`config.mk`:
```
export PLATFORM = sky130hd
export DESIGN_NAME = host_bus_detect
export DESIGN_NICKNAME = d
export VERILOG_FILES = /design/src/rtl/hbd_pkg.sv /design/src/rtl/hbd_rst_sync.sv /design/src/rtl/hbd_sync.sv /design/src/rtl/hbd_fall_det.sv /design/src/rtl/hbd_mode_fsm.sv /design/src/rtl/host_bus_detect.sv
export SDC_FILE = /design/constraint.sdc
export NUM_CORES = 1
export LEC_CHECK = 0
export CORE_AREA = 2 2 39 41
export CTS_BUF_LIST = sky130_fd_sc_hd__clkbuf_2
export CTS_CLUSTER_DIAMETER = 50
export DETAILED_ROUTE_END_ITERATION = 8
export DIE_AREA = 0 0 41 43
export REMOVE_ABC_BUFFERS = 1
export SYNTH_ARGS = -nofsm -noshare
export SYNTH_HDL_FRONTEND = slang
export SYNTH_HIERARCHICAL = 1
export SYNTH_SLANG_ARGS = --single-unit
```
`constraint.sdc`:
```
create_clock -name clk -period 0.8 [get_ports clk]
set_input_delay 0.08 -clock clk [delete_from_list [all_inputs] [get_ports clk]]
set_output_delay 0.08 -clock clk [all_outputs]
set_load 0.03 [all_outputs]
```
`src/rtl/hbd_pkg.sv`:
```
package hbd_pkg;

  typedef enum logic [1:0] {
    ST_DECIDE  = 2'd0,
    ST_WAIT_AS = 2'd1,
    ST_LOCK_NM = 2'd2,
    ST_LOCK_MX = 2'd3
  } hbd_state_e;

  typedef enum logic {
    TM_DS_HIGH = 1'b0,
    TM_DS_LOW  = 1'b1
  } hbd_timing_e;

  localparam int unsigned HBD_MIN_STAGES = 2;

endpackage

```
`src/rtl/hbd_rst_sync.sv`:
```
module hbd_rst_sync #(
  parameter int unsigned STAGES = 2
) (
  input  logic clk,
  input  logic rst_n_i,
  output logic rst_n_o
);

  logic [STAGES-1:0] chain_q;

  always_ff @(posedge clk or negedge rst_n_i) begin
    if (!rst_n_i) begin
      chain_q <= '0;
    end else begin
      chain_q <= {chain_q[STAGES-2:0], 1'b1};
    end
  end

  assign rst_n_o = chain_q[STAGES-1];

endmodule

```
`src/rtl/hbd_sync.sv`:
```
module hbd_sync #(
  parameter int unsigned WIDTH  = 2,
  parameter int unsigned STAGES = 2
) (
  input  logic             clk,
  input  logic             rst_n,
  input  logic [WIDTH-1:0] d_i,
  output logic [WIDTH-1:0] q_o
);

  logic [STAGES-1:0][WIDTH-1:0] stg_q;
  logic [STAGES-1:0][WIDTH-1:0] stg_d;

  // next-state: every stage takes the one before it
  always_comb begin
    stg_d[0] = d_i;
    for (int i = 1; i < int'(STAGES); i++) begin
      stg_d[i] = stg_q[i-1];
    end
  end

  always_ff @(posedge clk or negedge rst_n) begin
    if (!rst_n) begin
      stg_q <= '0;
    end else begin
      stg_q <= stg_d;
    end
  end

  assign q_o = stg_q[STAGES-1];

endmodule

```
`src/rtl/hbd_fall_det.sv`:
```
module hbd_fall_det (
  input  logic clk,
  input  logic rst_n,
  input  logic sig_i,
  output logic fall_o
);

  logic prev_q;

  always_ff @(posedge clk or negedge rst_n) begin
    if (!rst_n) begin
      prev_q <= 1'b0;
    end else begin
      prev_q <= sig_i;
    end
  end

  assign fall_o = prev_q & ~sig_i;

endmodule

```
`src/rtl/hbd_mode_fsm.sv`:
```
module hbd_mode_fsm
  import hbd_pkg::*;
(
  input  logic clk,
  input  logic rst_n,
  input  logic strap_i,
  input  logic as_fall_i,
  input  logic ds_lvl_i,
  output logic nonmux_o,
  output logic timing_o,
  output logic valid_o
);

  hbd_state_e  state_q, state_d;
  hbd_timing_e tm_q, tm_d;
  logic        tm_en;

  // next-state logic
  always_comb begin
    state_d = state_q;
    tm_en   = 1'b0;
    tm_d    = ds_lvl_i ? TM_DS_HIGH : TM_DS_LOW;
    case (state_q)
      ST_DECIDE:  state_d = strap_i ? ST_WAIT_AS : ST_LOCK_NM;
      ST_WAIT_AS: begin
        if (as_fall_i) begin
          state_d = ST_LOCK_MX;
          tm_en   = 1'b1;
        end
      end
      default:    state_d = state_q;
    endcase
  end

  // state register
  always_ff @(posedge clk or negedge rst_n) begin
    if (!rst_n) begin
      state_q <= ST_DECIDE;
    end else begin
      state_q <= state_d;
    end
  end

  // timing register, loaded only on capture
  always_ff @(posedge clk or negedge rst_n) begin
    if (!rst_n) begin
      tm_q <= TM_DS_HIGH;
    end else if (tm_en) begin
      tm_q <= tm_d;
    end
  end

  assign nonmux_o = (state_q == ST_LOCK_NM);
  assign valid_o  = (state_q == ST_LOCK_NM) || (state_q == ST_LOCK_MX);
  assign timing_o = (tm_q == TM_DS_LOW);

endmodule

```
`src/rtl/host_bus_detect.sv`:
```
module host_bus_detect #(
  parameter int unsigned SYNC_STAGES = 2,
  parameter int unsigned RST_STAGES  = 2
) (
  input  logic clk,
  input  logic rst_n,
  input  logic strap_mux_i,
  input  logic as_ale_i,
  input  logic ds_rd_i,
  output logic nonmux_o,
  output logic mux_timing_o,
  output logic mode_valid_o
);

  localparam int unsigned SYNC_W   = 2;
  localparam int unsigned BIT_AS   = 0;
  localparam int unsigned BIT_DS   = 1;

  logic              rst_int_n;
  logic [SYNC_W-1:0] strobe_raw;
  logic [SYNC_W-1:0] strobe_syn;
  logic              as_fall;

  hbd_rst_sync #(.STAGES(RST_STAGES)) u_rst_sync (
    .clk     (clk),
    .rst_n_i (rst_n),
    .rst_n_o (rst_int_n)
  );

  assign strobe_raw[BIT_AS] = as_ale_i;
  assign strobe_raw[BIT_DS] = ds_rd_i;

  hbd_sync #(.WIDTH(SYNC_W), .STAGES(SYNC_STAGES)) u_sync (
    .clk   (clk),
    .rst_n (rst_int_n),
    .d_i   (strobe_raw),
    .q_o   (strobe_syn)
  );

  hbd_fall_det u_fall (
    .clk    (clk),
    .rst_n  (rst_int_n),
    .sig_i  (strobe_syn[BIT_AS]),
    .fall_o (as_fall)
  );

  hbd_mode_fsm u_fsm (
    .clk       (clk),
    .rst_n     (rst_int_n),
    .strap_i   (strap_mux_i),
    .as_fall_i (as_fall),
    .ds_lvl_i  (strobe_syn[BIT_DS]),
    .nonmux_o  (nonmux_o),
    .timing_o  (mux_timing_o),
    .valid_o   (mode_valid_o)
  );

endmodule

```
==> results.md <==
- H-tree depth: 1
- Setup CP Type: reg -> out
- Clk pin slew, worst setup/hold paths: 0.10 ns
- Power density over the cells: between 1500 and 2000 nW/um2
- Drt pass-1 iters: 2
- Tot GR Track Use: under 10%
- RSZ-0062 raised after global routing: true
- Setup TNS: -0.684 ns
- Int Power: 0.657 mW
- Global-route wire length before repair: ~830 um
- Final worst slack: -0.194 ns
- Shortest period the worst path allows: 0.994 ns
- Wirelength, routed: slightly above 500 um
- Grt met2 use: a little under an eighth
- Yosys top cell by area: dfrtp_1
- Initial antenna violation count: 0
- Maximum fanout along the worst path: 2
- Placed wire-length estimate: about 340 um
- CTS Root Cell: clkbuf_2
- Sw frac: a little over a fifth
- Num Clock Sinks: 10
- Share of the synthesized area in the top cell type: 76.9%
- Average size of a mapped cell: between 10 and 15 um2
- CP Data Required Time: ~0.7 ns
- Die width: 41 um
- Clock Latency Late Sink: about 0.24 ns
- Multi-input logic area: 66.3 um2
- # nets final: 42
- Failing checks: negative setup slack
- Via count: around 190
- Final ANT Viol Nets: 0
- Met1 Usage GRT: under 10%
- Final Hold Vio Count: 0
- Critical path arrival: between 0.9 and 1 ns
- Total core area: about 1400 um2
- Fin. max-slew vios: 0
- Synthesized area: about 330 um2
- Max Cap Violations: 0
- Ant diodes: 0
- Post-synthesis instance total: 22
- CTS tree: built
- Fin crit share: 124%
- Per-cell routed wire length: between 9 and 10 um
- Clock share of power: roughly a third
- Most Used Layer, Global Route: met2
- Clock buffer depth: 2
- Util after Layout: between 30% and 40%
- Remaining DRCs: 0
- Vias in the first global route: around 210
- Placed Cells: 44
- Sequential power share: 64.1%
- Rows: 14
- Comb pwr share: 3.9%
- Die H: 43 um
- Synth-to-Final Area Change: 44.2%
- Reg area: between 200 and 300 um2
- Main area contributors after synthesis: dfrtp_1 (77%), nor2b_4 (4.2%), nor2b_1 (3.8%)
- Share of layout cells above drive strength 1: 33.3%
- Starting Density: a little under a quarter
- F_max: a little over 1000 MHz
- Hold Crit Class: reg -> async
- Setup Skew: between 0.005 and 0.006 ns
- Seq/Total Area, Yosys: between 70% and 80%
- Initial DRC count: 1
- Element type at the critical path start: register
- Commonest non-fill, non-tap cell in the layout: dfrtp_1
- Pleak: between 0.2 and 0.25 nW
- Synth unique cells: 11
- VDD IR max: between 0.6 and 0.7 mV
- Switch Pwr: approximately 0.18 mW
- CP endpoint kind: output pin
- GP Congestion: just over 0.5
- Final cell count without fillers: 52
- Met3 Track Usage GR: under 10%
- Final-layout fill cell count: between 100 and 150
- Commonest non-fill, non-tap cells in the layout: dfrtp_1 (10), clkdlybuf4s50_1 (4), clkbuf_2 (3), buf_6 (3), buf_4 (3)
- Largest net degree at the start of global routing: 9
- Cts bufs inserted: 3
- Via/cell ratio: approximately 3.6
- Synth Register Bits: 10
- IO Port Bufs: 7
- Outcome: finished with violations
- DIE AREA: 1760 um2
- Ports: 8
- Final setup violating endpoints: 6
- Grt ovf: 0
- Yosys warns: 6
==> through the flow <==
| step | instance area (um2) | total power, mW | setup WS [ns] | hold WS, ns |
|---|---|---|---|---|
| global route | 469 | 0.890 | -0.264 | 0.143 |
| global placement | 404 | 0.573 | -0.0590 | 0.115 |
| CTS | 469 | 0.856 | -0.194 | 0.132 |
| floorplan | 322 | 0.550 | -0.303 | -0.216 |
| detailed placement | 404 | 0.576 | -0.0832 | 0.133 |
| finish | 469 | 0.836 | -0.194 | 0.121 |
==> power by group through the flow <==
stage	sequential [mW]	combinational [mW]	clock (mW)
floorplan	0.543	0.00723	0
global placement	0.545	0.0278	0
detailed placement	0.547	0.0291	0
CTS	0.537	0.0331	0.286
global route	0.539	0.0359	0.315
finish	0.536	0.0327	0.268
==> path summary, 6_finish.rpt <==
path                                        from                    end  slack [ns]  cells past startpoint
min reg2reg                u_rst_sync/chain_q[1]       u_fsm/state_q[0]        0.12                      0
min in group clk                        as_ale_i        u_sync/stg_d[2]        0.27                      1
min                        u_rst_sync/chain_q[1]       u_fsm/state_q[0]        0.12                      0
max reg2reg                     u_fsm/state_q[1]         u_fsm/timing_o       -0.14                      3
max                             u_fsm/state_q[1]               nonmux_o       -0.19                      3
max in group asynchronous                  rst_n  u_rst_sync/chain_q[0]        0.15                      2
==> worst max-delay path, cell delays in order (launching register included) <==
cell,delay [ns]
dfrtp_1,0.38
inv_2,0.05
nor2_2,0.11
buf_6,0.14
==> state kept, by name, summed over array words and instances (netlist names) <==
signal              flops
u_fall/prev_q           1
u_fsm/state_q           2
u_fsm/timing_o          1
u_rst_sync/chain_q      2
u_sync/q_o              2
u_sync/stg_d            2
==> cells in the mapped netlist <==
master	n
dfrtp_1	10
inv_1	2
nor2b_1	2
a21o_1	1
clkbuf_1	1
conb_1	1
mux2i_1	1
nand3b_1	1
nor2_1	1
nor2b_4	1
o21ai_1	1
==> timing repair <==
item | CTS | global route
gates resized for setup | 5 | 0
setup endpoints to repair | 5 | 6
endpoints found under the hold margin | 2 | 0
setup buffers | 3 | 0
pin swaps | 2 | 0
hold buffers | 1 | 0
==> cells by family after synthesis <==
group           count (synthesis)  share of synthesized area [%]
compound gates                  2                           3.85
buf+inv                         3                           3.46
flops                          10                           76.9
mux                             1                           3.08
other cells                     1                           1.15
simple gates                    5                           11.5
==> area by class of cell <==
class / instances / area share (%)
clock buffer: 3 / 3.20
clock inverter: 1 / 0.800
inverter: 2 / 1.60
multi-input combinational: 9 / 14.1
sequential: 10 / 53.3
tap: 16 / 4.27
timing repair buffer: 11 / 22.7
==> layer usage <==
metal	up-vias	wire length [um]
met5	-	0
met4	0	0
met3	0	36
met2	8	289
met1	88	189
li1	93	-
No activity file was read; power rests on OpenSTA's default activity.
